## src/rtl/pxs_pkg.sv

```systemverilog
package pxs_pkg;

    // Position of the stream relative to the frame's header boundary.
    typedef enum logic [1:0] {
        ST_SKIP  = 2'd0,  // between packets or on module header words
        ST_HEAD  = 2'd1,  // inside the plaintext frame header words
        ST_SPLIT = 2'd2,  // word holding the header/payload boundary
        ST_BODY  = 2'd3   // payload words
    } pxs_state_e;

endpackage

```

## src/rtl/pxs_fifo.sv

```systemverilog
module pxs_fifo #(
    parameter int W     = 72,
    parameter int DEPTH = 4
) (
    input  logic         clk,
    input  logic         rst_n,
    input  logic         push,
    input  logic [W-1:0] wdata,
    output logic         ready,
    input  logic         pop,
    output logic         valid,
    output logic [W-1:0] rdata
);
    localparam int PW = (DEPTH > 1) ? $clog2(DEPTH) : 1;
    localparam int CW = $clog2(DEPTH + 1);

    typedef struct packed {
        logic [PW-1:0] wp;
        logic [PW-1:0] rp;
        logic [CW-1:0] cnt;
    } fifo_st_t;

    fifo_st_t st_d, st_q;
    logic [W-1:0] mem_q [DEPTH];
    logic do_push, do_pop;

    assign ready   = (st_q.cnt != CW'(DEPTH));
    assign valid   = (st_q.cnt != '0);
    assign do_push = push && ready;
    assign do_pop  = pop && valid;
    assign rdata   = mem_q[st_q.rp];

    always_comb begin
        st_d = st_q;
        if (do_push) begin
            st_d.wp = (st_q.wp == PW'(DEPTH - 1)) ? '0 : st_q.wp + PW'(1);
        end
        if (do_pop) begin
            st_d.rp = (st_q.rp == PW'(DEPTH - 1)) ? '0 : st_q.rp + PW'(1);
        end
        case ({do_push, do_pop})
            2'b10:   st_d.cnt = st_q.cnt + CW'(1);
            2'b01:   st_d.cnt = st_q.cnt - CW'(1);
            default: st_d.cnt = st_q.cnt;
        endcase
    end

    always_ff @(posedge clk or negedge rst_n) begin
        if (!rst_n) st_q <= '0;
        else        st_q <= st_d;
    end

    always_ff @(posedge clk) begin
        if (do_push) mem_q[st_q.wp] <= wdata;
    end

endmodule

```

## src/rtl/pxs_key_reg.sv

```systemverilog
module pxs_key_reg #(
    parameter int KEY_W    = 32,
    parameter int ADDR_W   = 2,
    parameter int KEY_ADDR = 0
) (
    input  logic              clk,
    input  logic              rst_n,
    input  logic              cfg_wr,
    input  logic [ADDR_W-1:0] cfg_addr,
    input  logic [KEY_W-1:0]  cfg_wdata,
    output logic [KEY_W-1:0]  cfg_rdata,
    output logic [KEY_W-1:0]  key_o
);
    logic [KEY_W-1:0] key_d, key_q;
    logic             hit;

    assign hit = (cfg_addr == ADDR_W'(KEY_ADDR));

    always_comb begin
        key_d = key_q;
        if (cfg_wr && hit) key_d = cfg_wdata;
    end

    always_ff @(posedge clk or negedge rst_n) begin
        if (!rst_n) key_q <= '0;
        else        key_q <= key_d;
    end

    assign cfg_rdata = hit ? key_q : '0;
    assign key_o     = key_q;

endmodule

```

## src/rtl/pxs_cipher_fsm.sv

```systemverilog
module pxs_cipher_fsm
    import pxs_pkg::*;
#(
    parameter int DATA_W    = 64,
    parameter int CTRL_W    = 8,
    parameter int KEY_W     = 32,
    parameter int HDR_BYTES = 34   // must be at least one word
) (
    input  logic              clk,
    input  logic              rst_n,
    input  logic              pop,
    input  logic [DATA_W-1:0] head_data,
    input  logic [CTRL_W-1:0] head_ctrl,
    input  logic [KEY_W-1:0]  key_cfg,
    output logic [DATA_W-1:0] out_data,
    output pxs_state_e        state_o,
    output logic [KEY_W-1:0]  key_act_o
);
    localparam int BYTES      = DATA_W / 8;
    localparam int PASS_WORDS = HDR_BYTES / BYTES;
    localparam int KEEP_BYTES = HDR_BYTES % BYTES;
    localparam int KEEP_BITS  = KEEP_BYTES * 8;
    localparam int REPS       = DATA_W / KEY_W;
    localparam int CNT_W      = $clog2(PASS_WORDS + 1);
    localparam logic [DATA_W-1:0] SPLIT_MASK = {DATA_W{1'b1}} >> KEEP_BITS;

    typedef struct packed {
        pxs_state_e       state;
        logic [CNT_W-1:0] cnt;
        logic [KEY_W-1:0] key;
    } fsm_st_t;

    fsm_st_t           st_d, st_q;
    logic [DATA_W-1:0] key_rep;
    logic [DATA_W-1:0] xor_mask;
    pxs_state_e        after_head;

    for (genvar g = 0; g < REPS; g++) begin : g_rep
        assign key_rep[g*KEY_W +: KEY_W] = st_q.key;
    end

    always_comb begin
        after_head = (KEEP_BYTES != 0) ? ST_SPLIT : ST_BODY;
        st_d       = st_q;
        case (st_q.state)
            ST_SPLIT: xor_mask = SPLIT_MASK;
            ST_BODY:  xor_mask = '1;
            default:  xor_mask = '0;
        endcase

        if (pop) begin
            case (st_q.state)
                ST_SKIP: begin
                    if (head_ctrl == '0) begin
                        st_d.key   = key_cfg;
                        st_d.cnt   = CNT_W'(1);
                        st_d.state = (PASS_WORDS <= 1) ? after_head : ST_HEAD;
                    end
                end
                ST_HEAD: begin
                    if (head_ctrl != '0) begin
                        st_d.state = ST_SKIP;
                        st_d.cnt   = '0;
                    end else begin
                        st_d.cnt = st_q.cnt + CNT_W'(1);
                        if (st_q.cnt == CNT_W'(PASS_WORDS - 1)) st_d.state = after_head;
                    end
                end
                ST_SPLIT: begin
                    st_d.state = (head_ctrl != '0) ? ST_SKIP : ST_BODY;
                end
                default: begin
                    if (head_ctrl != '0) st_d.state = ST_SKIP;
                end
            endcase
        end
    end

    always_ff @(posedge clk or negedge rst_n) begin
        if (!rst_n) begin
            st_q.state <= ST_SKIP;
            st_q.cnt   <= '0;
            st_q.key   <= '0;
        end else begin
            st_q <= st_d;
        end
    end

    assign out_data  = head_data ^ (key_rep & xor_mask);
    assign state_o   = st_q.state;
    assign key_act_o = st_q.key;

endmodule

```

## src/rtl/payload_xor_stage.sv

```systemverilog
module payload_xor_stage
    import pxs_pkg::*;
#(
    parameter int DATA_W     = 64,
    parameter int CTRL_W     = 8,
    parameter int KEY_W      = 32,
    parameter int ADDR_W     = 2,
    parameter int FIFO_DEPTH = 4,
    parameter int HDR_BYTES  = 34
) (
    input  logic              clk,
    input  logic              rst_n,
    input  logic [DATA_W-1:0] in_data,
    input  logic [CTRL_W-1:0] in_ctrl,
    input  logic              in_wr,
    output logic              in_rdy,
    output logic [DATA_W-1:0] out_data,
    output logic [CTRL_W-1:0] out_ctrl,
    output logic              out_wr,
    input  logic              out_rdy,
    input  logic              cfg_wr,
    input  logic [ADDR_W-1:0] cfg_addr,
    input  logic [KEY_W-1:0]  cfg_wdata,
    output logic [KEY_W-1:0]  cfg_rdata
);
    localparam int WORD_W = DATA_W + CTRL_W;

    logic [WORD_W-1:0] head_word;
    logic [DATA_W-1:0] head_data;
    logic [CTRL_W-1:0] head_ctrl;
    logic              head_valid;
    logic [KEY_W-1:0]  key_cfg;
    logic [KEY_W-1:0]  key_act;
    pxs_state_e        fsm_state;

    pxs_fifo #(.W(WORD_W), .DEPTH(FIFO_DEPTH)) u_fifo (
        .clk   (clk),
        .rst_n (rst_n),
        .push  (in_wr),
        .wdata ({in_ctrl, in_data}),
        .ready (in_rdy),
        .pop   (out_wr),
        .valid (head_valid),
        .rdata (head_word)
    );

    assign head_data = head_word[DATA_W-1:0];
    assign head_ctrl = head_word[WORD_W-1:DATA_W];

    pxs_key_reg #(.KEY_W(KEY_W), .ADDR_W(ADDR_W), .KEY_ADDR(0)) u_key (
        .clk       (clk),
        .rst_n     (rst_n),
        .cfg_wr    (cfg_wr),
        .cfg_addr  (cfg_addr),
        .cfg_wdata (cfg_wdata),
        .cfg_rdata (cfg_rdata),
        .key_o     (key_cfg)
    );

    pxs_cipher_fsm #(
        .DATA_W(DATA_W), .CTRL_W(CTRL_W), .KEY_W(KEY_W), .HDR_BYTES(HDR_BYTES)
    ) u_fsm (
        .clk       (clk),
        .rst_n     (rst_n),
        .pop       (out_wr),
        .head_data (head_data),
        .head_ctrl (head_ctrl),
        .key_cfg   (key_cfg),
        .out_data  (out_data),
        .state_o   (fsm_state),
        .key_act_o (key_act)
    );

    assign out_wr   = head_valid && out_rdy;
    assign out_ctrl = head_ctrl;

endmodule

```

## config.mk

```make
export PLATFORM = sky130hd
export DESIGN_NAME = payload_xor_stage
export DESIGN_NICKNAME = d
export VERILOG_FILES = /design/src/rtl/pxs_pkg.sv /design/src/rtl/pxs_fifo.sv /design/src/rtl/pxs_key_reg.sv /design/src/rtl/pxs_cipher_fsm.sv /design/src/rtl/payload_xor_stage.sv
export SDC_FILE = /design/constraint.sdc
export NUM_CORES = 1
export LEC_CHECK = 0
export BUFFER_PORTS_ARGS = -buffer_cell sky130_fd_sc_hd__buf_2
export CAP_MARGIN = 20
export CORE_MARGIN = 3
export CORE_UTILIZATION = 45
export CTS_CLUSTER_SIZE = 12
export DETAILED_ROUTE_END_ITERATION = 8
export PLACE_DENSITY = 0.68
export SETUP_SLACK_MARGIN = 0.4
export SLEW_MARGIN = 20
export SYNTH_ARGS = -nofsm -noshare
export SYNTH_HDL_FRONTEND = slang
export SYNTH_SLANG_ARGS = --single-unit
```

## constraint.sdc

```tcl
create_clock -name clk -period 2.86 [get_ports clk]
set_input_delay 0.143 -clock clk [delete_from_list [all_inputs] [get_ports clk]]
set_output_delay 0.143 -clock clk [all_outputs]
set_load 0.02 [all_outputs]
```

==> results of run 1 <==
[worst max path at each step]
stage	endpoint	slack (ns)	cells past startpoint
floorplan	u_fsm.key_act_o[12]$_DFFE_PN0P_	0.42	6
global placement	out_data[31]	0.34	4
detailed placement	u_fsm.key_act_o[12]$_DFFE_PN0P_	0.29	5
CTS	out_data[35]	0.35	5
global route	u_fsm.key_act_o[12]$_DFFE_PN0P_	0.32	6
finish	u_fsm.key_act_o[12]$_DFFE_PN0P_	0.41	6
[area by class of cell]
cell class	count	area, um^2
Inverter	10	37.5
Multi-Input combinational cell	333	3920
Fill cell	2367	12800
Antenna cell	1	2.50
Tap cell	402	503
Timing Repair Buffer	351	2670
Sequential cell	364	10600
Clock buffer	62	1210
Clock inverter	12	67.6
[placed cells by master, fill, tap and decap left out, types with 7 or more instances in the layout]
cell | Yosys | final
nand2_1 | 54 | 54
ha_1 | 8 | 8
buf_4 | 1 | 31
mux2_4 | 27 | 27
buf_12 | 0 | 7
clkbuf_16 | 0 | 45
xnor2_1 | 65 | 56
dfrtp_1 | 76 | 73
and2_1 | 35 | 34
inv_1 | 10 | 10
mux4_2 | 72 | 72
mux2_2 | 29 | 29
clkinv_2 | 0 | 7
buf_2 | 4 | 198
mux2_1 | 10 | 10
xnor2_2 | 0 | 9
clkbuf_1 | 18 | 12
clkbuf_8 | 0 | 8
edfxtp_1 | 288 | 288
dlygate4sd3_1 | 0 | 105
[metal layers]
metal,track usage [%],up-vias,wire [um]
li1,-,3577,-
met1,25.6,4080,14100
met2,32.5,221,16600
met3,3.26,40,1690
met4,5.27,0,617
met5,0,-,0
[kinds of logic (layout without fill, tap and decap cells)]
logic type | after synthesis | in the layout | synth area share, %
AOI/OAI and AO/OA | 11 | 11 | 0.524
and+or+nand+nor | 107 | 107 | 3.89
buffers and inverters | 43 | 435 | 1.32
xor gates and xnor gates | 67 | 67 | 4.03
other | 0 | 1 | 0
muxes | 139 | 139 | 17.0
adders and majority gates | 9 | 9 | 0.824
DFF | 364 | 364 | 72.4
[worst register-to-register path, stage by stage, from the launching register on]
cell      delay [ns]
dfrtp_4         0.42
buf_12          0.19
mux4_2          0.58
nor4_4          0.38
nand4b_4        0.15
buf_12          0.23
mux2_1          0.38
[what timing repair did]
| action | CTS | global route |
|---|---|---|
| endpoints found under the setup margin | 92 | 69 |
| pin swaps | 2 | 1 |
| buffers inserted | 8 | 0 |
| gates cloned | 3 | 3 |
| resized for setup | 12 | 25 |
| hold buffers | 105 | 0 |
| endpoints found under the hold margin | 396 | 0 |
[through the flow]
| step | utilization, % | setup WS, ns | total power [uW] | std cells | hold WS, ns |
|---|---|---|---|---|---|
| after detailed placement | 51.2 | 0.286 | 13200 | 1341 | 0.360 |
| after floorplan | - | 0.424 | 11300 | 740 | -0.153 |
| after CTS | 59.3 | 0.346 | 18700 | 1531 | 0.0607 |
| final | 59.8 | 0.410 | 18700 | 1535 | 0.0813 |
| after global placement | 51.2 | 0.342 | 13100 | 1341 | 0.354 |
| after global routing | 59.8 | 0.322 | 19600 | 1534 | 0.108 |
[state kept, by name, indices dropped and copies added (netlist names)]
name / cells
u_fsm.st_q: 3
u_key.key_o: 32
u_fsm.key_act_o: 32
u_fsm.state_o: 2
u_fifo.mem_q: 288
u_fifo.st_q: 7
[power breakdown]
part / internal, uW / switching (uW) / total [uW]
clock: 2910 / 1990 / 4890
sequential: 6950 / 423 / 7380
combinational: 3050 / 3400 / 6450
==> results.tsv, run 1 <==
stage	metric	value	unit
status	status	complete, no violations	
logic_synthesis	ys_warn_count	0	
logic_synthesis	synth.area.top_cells	edfxtp_1 59%, dfrtp_1 13%, mux4_2 11%	
min_path	hold-path-cell-count	4	
placed_design	place.gp.congestion	0.729	
floorplan	io_pins	217	
logic_synthesis	synth_most_common_cell	edfxtp_1	
floorplan	die_w	186	um
run	maxCapViolations	0	
floorplan	dieArea	34600	um^2
global_route	grt_overflow	0	
floorplan	rows	65	
setup_path	ff2ff_setup_slack	0.41	ns
pwr	vdd_drop_max	0.685	mV
sta	finalCritPeriodShare	85.7	%
logic_synthesis	synth-edff-count	288	
setup_path	worstSetupPathType	flip-flop to flip-flop	
setup_path	startpoint	u_fifo.st_q[3]$_DFFE_PN0P_	
min_path	hp-start	out_rdy	
layout	nNetsFinal	1220	
clocking	clock_path_buffers	3	
setup_path	critPathTopFamily	multiplexers	
sta	worst_pin_slew	0.965	ns
clocking	cts_sinks	364	
sta	min_period	2.45	ns
layout	area_delta_synth_final	30.2	%
logic_synthesis	syn_nets	860	
placed_design	io_buffers	216	
sta	finClkSkew	0.0129	ns
logic_synthesis	ys_ff_latch	364	
route	vias	7918	
clocking	clkTransAtPathRegs	0.05	ns
setup_path	crit_slowest_cell	mux4_2	
route	drt_iter0_markers	452	
route	wl_per_cell	21.5	um
logic_synthesis	avgSynthCellArea	19.7	um^2
pwr	p_leak	0.00726	uW
logic_synthesis	synth_common_cells	288 x edfxtp_1, 76 x dfrtp_1, 72 x mux4_2	
sta	clock.fmax	408	MHz
clocking	htreeDepth	2	
setup_path	path_common_cell	buf_12	
global_route	antenna_found_initial	0	
clocking	cts_buffers	40	
setup_path	worstPathArrival	2.85	ns
logic_synthesis	syn_area	14600	um^2
sta	finalSetupTns	0	ns
sta	hold_violations	0	
logic_synthesis	synthCells	740	
sta	finalSetupViolations	0	
floorplan	start_util	45.9	%
route	drtPass1Iterations	5	
setup_path	r2r-start	u_fifo.st_q[3]$_DFFE_PN0P_	
route	drc_errors	0	
clocking	clock_latency	0.53	ns
global_route	grt_max_degree	77	
route	routed_wl	33.0	mm
setup_path	path_max_fanout	32	
global_route	grt_pass1_vias	8507	
sta	finalMaxSlewViolations	0	
setup_path	crit_required	3.26	ns
placed_design	place_area	16200	um^2
setup_path	rr_worst_depth	6	
floorplan	core	31700	um^2
layout	finalInstanceArea	19000	um^2
global_route	grt_first_pass_wirelength	49.6	mm
setup_path	endpoint_kind	flip-flop	
logic_synthesis	synth-async-reset-ratio	20.9	%
sta	relSlewSlack	35.6	%
clocking	clk_root_buffer_cell	clkbuf_16	
layout	drive_above_1_share	40.2	%
setup_path	start_kind	flip-flop	
setup_path	r2r-end	u_fsm.key_act_o[12]$_DFFE_PN0P_	
route	ant_nets	0	
logic_synthesis	synth_largest_area_cell	edfxtp_1	
logic_synthesis	ys_seq_area_share	72.4	%
logic_synthesis	netlist-cell-type-count	34	
route	viasPerCell	5.16	
min_path	min_path_type	primary input to flip-flop	
placed_design	hpwl	18.9	mm
setup_path	critPathBufInv	2	
clocking	cts_tree	built	
global_route	grt_use_total	19.1	%
setup_path	cpPeakStageDelay	0.58	ns
logic_synthesis	yosys.area.top_type_share	59.4	%
min_path	min_to	u_fsm.state_o[0]$_DFFE_PN0P_	
setup_path	path_cells	buf_12 -> mux4_2 -> nor4_4 -> nand4b_4 -> buf_12 -> mux2_1	
pwr	pwr_density_cell	987	nW/um^2
sta	rsz0062_at_grt	true	
floorplan	die-height	186	um
logic_synthesis	yosys_most_used_dff	edfxtp_1	
(Power assumes the default switching activity.)
==> inputs of run 2 (changes only) <==
- REMOVE_ABC_BUFFERS: unset -> 1
==> run 2 against run 1 <==
Compared with the run above: fmax up 0.69%; utilization up 0.21 points; largest cell class unchanged; first-iteration DRC count up 5.3%; global-route usage fell by 0.42 points.
==> results.tsv, run 2 (synthesis results as in run 1) <==
stage	metric	value	unit	change
status	status	complete, no violations		
setup_path	path_cells	buf_12 -> mux4_2 -> nor4_4 -> nand4b_4 -> buf_6 -> mux2_4		
setup_path	crit_required	3.25	ns	about the same
global_route	grt_use_total	18.6	%	-0.42 points
setup_path	worstSetupPathType	flip-flop to flip-flop		
route	drt_iter0_markers	476		+5.3%
placed_design	io_buffers	216		unchanged
floorplan	rows	65		unchanged
setup_path	ff2ff_setup_slack	0.43	ns	+0.02 ns
sta	finalCritPeriodShare	85.1	%	-0.58 points
clocking	clk_root_buffer_cell	clkbuf_16		
floorplan	dieArea	34600	um^2	unchanged
sta	min_period	2.43	ns	-0.0167 ns
sta	worst_pin_slew	0.649	ns	-0.317 ns
sta	finClkSkew	0.0290	ns	+0.0161 ns
setup_path	r2r-start	u_fifo.st_q[3]$_DFFE_PN0P_		
sta	finalSetupViolations	0		unchanged
sta	finalMaxSlewViolations	0		unchanged
sta	clock.fmax	411	MHz	+0.69%
global_route	grt_max_degree	41		-47%
clocking	cts_sinks	364		unchanged
setup_path	worstPathArrival	2.82	ns	-0.03 ns
clocking	cts_tree	built		
clocking	htreeDepth	2		unchanged
placed_design	hpwl	19.8	mm	+4.8%
placed_design	placed_cells	1348		+0.52%
layout	area_delta_synth_final	30.6	%	
route	drc_errors	0		unchanged
floorplan	io_pins	217		unchanged
global_route	antenna_found_initial	1		+1
min_path	hold-path-cell-count	4		unchanged
setup_path	crit_slowest_cell	mux4_2		
clocking	clkTransAtPathRegs	0.06	ns	about the same
floorplan	core	31700	um^2	unchanged
clocking	cts_buffers	40		unchanged
placed_design	place.gp.congestion	0.734		+0.64%
layout	regMostFlops	u_fifo.mem_q		
run	maxCapViolations	0		unchanged
clocking	clock_latency	0.53	ns	about the same
setup_path	r2r-end	u_fsm.key_act_o[16]$_DFFE_PN0P_		
route	vias	7919		+0.013%
floorplan	die_w	186	um	unchanged
pwr	pwr_density_cell	982	nW/um^2	-0.49%
route	viasPerCell	5.15		-0.25%
sta	relSlewSlack	56.8	%	+21 points
setup_path	critPathTopFamily	multiplexers		
global_route	grt_overflow	0		unchanged
min_path	hp-start	out_rdy		
pwr	p_leak	0.00731	uW	+0.76%
setup_path	endpoint_kind	flip-flop		
sta	rsz0062_at_grt	true		
route	wl_per_cell	21.2	um	-1.3%
pwr	p_total	18700	uW	-0.14%
floorplan	die-height	186	um	unchanged
min_path	min_to	u_fsm.state_o[0]$_DFFE_PN0P_		
layout	drive_above_1_share	40.7	%	+0.47 points
route	drtPass1Iterations	6		+1
min_path	min_path_type	primary input to flip-flop		
layout	largest_register_ff_count	288		unchanged
route	ant_nets	0		unchanged
pwr	vdd_drop_max	0.597	mV	-13%
route	routed_wl	32.7	mm	-1.0%
clocking	clock_path_buffers	3		unchanged
setup_path	start_kind	flip-flop		
setup_path	path_max_fanout	14		-56%
layout	layout_common_cells	288 x edfxtp_1, 189 x buf_2, 105 x dlygate4sd3_1		
sta	finalSetupTns	0	ns	unchanged
setup_path	cpPeakStageDelay	0.55	ns	-0.03 ns
global_route	grt_first_pass_wirelength	48.7	mm	-1.9%
layout	final_common_cell	edfxtp_1		
floorplan	start_util	45.9	%	unchanged
setup_path	critPathBufInv	2		unchanged
sta	hold_violations	0		unchanged
layout	nNetsFinal	1225		+0.41%
setup_path	rr_worst_depth	6		unchanged
layout	final_cells	1539		+0.26%
global_route	grt_pass1_vias	8513		+0.071%
[run 2: cell count changes in the layout (fill, tap and decap cells not counted), sizes merged]
cell | previous run | this run
buf | 242 | 247
bufbuf | 1 | 0
bufinv | 0 | 2
clkbuf | 65 | 63
clkinv | 9 | 10
clkinvlp | 1 | 0
[run 2: final cells by class]
type	instances	area (um^2)
clock inverters	14	120
flip-flops and latches	364	10600
inverters	10	37.5
multi-input cells	333	4000
diodes	1	2.50
fillers	2344	12700
repair buffers	356	2700
clock buffers	59	1110
well taps	402	503
[run 2: metrics by stage]
stage	instance area, um^2	util, %	hold slack (ns)	worst slack [ns]
2_1_floorplan	14400	-	-0.153	-2.47
5_1_grt	19000	60.0	0.102	0.346
3_3_place_gp	16300	51.3	0.195	0.359
4_1_cts	18800	59.4	0.0889	0.324
3_5_place_dp	16300	51.3	0.196	0.284
6_report	19000	60.0	0.104	0.427
[run 2: worst register-to-register path: stages (launching register included)]
cell and delay, ns:
dfrtp_4 0.44, buf_12 0.16, mux4_2 0.56, nor4_4 0.41
nand4b_4 0.17, buf_6 0.21, mux2_4 0.33
[run 2: how the worst max path moves through the flow]
stage / startpoint / endpoint / slack [ns] / depth (start not counted)
3_3_place_gp: u_fifo.st_q[3]$_DFFE_PN0P_ / u_fsm.key_act_o[31]$_DFFE_PN0P_ / 0.36 / 5
3_5_place_dp: u_fifo.st_q[3]$_DFFE_PN0P_ / u_fsm.key_act_o[0]$_DFFE_PN0P_ / 0.28 / 5
5_1_grt: u_fifo.st_q[3]$_DFFE_PN0P_ / u_fsm.key_act_o[17]$_DFFE_PN0P_ / 0.35 / 6
4_1_cts: u_fifo.st_q[3]$_DFFE_PN0P_ / out_data[57] / 0.32 / 5
6_report: u_fifo.st_q[3]$_DFFE_PN0P_ / u_fsm.key_act_o[16]$_DFFE_PN0P_ / 0.43 / 6
2_1_floorplan: u_fifo.st_q[3]$_DFFE_PN0P_ / u_fsm.key_act_o[0]$_DFFE_PN0P_ / -2.47 / 4
[run 2: what timing repair did]
item / CTS / global route
setup endpoints to repair: 96 / 71
hold buffers: 105 / 0
pin swaps: 2 / 2
endpoints found under the hold margin: 359 / 0
gates cloned: 2 / 3
gates resized for setup: 32 / 31
buffers inserted: 5 / 2
[run 2: metal layers]
metal	track usage [%]	vias to the layer above	share of wire, %
met2	31.9	233	50
met5	0	-	0
li1	-	3583	-
met3	3.97	49	5.9
met1	24.7	4054	42
met4	4.47	0	1.8
[run 2: power breakdown]
| part | internal (uW) | leakage [uW] | total (uW) | switching (uW) |
|---|---|---|---|---|
| Clock | 2880 | 0.000601 | 4820 | 1950 |
| Sequential | 6950 | 0.00360 | 7380 | 425 |
| Combinational | 3080 | 0.00312 | 6490 | 3410 |
| Total | 12900 | 0.00731 | 18700 | 5780 |
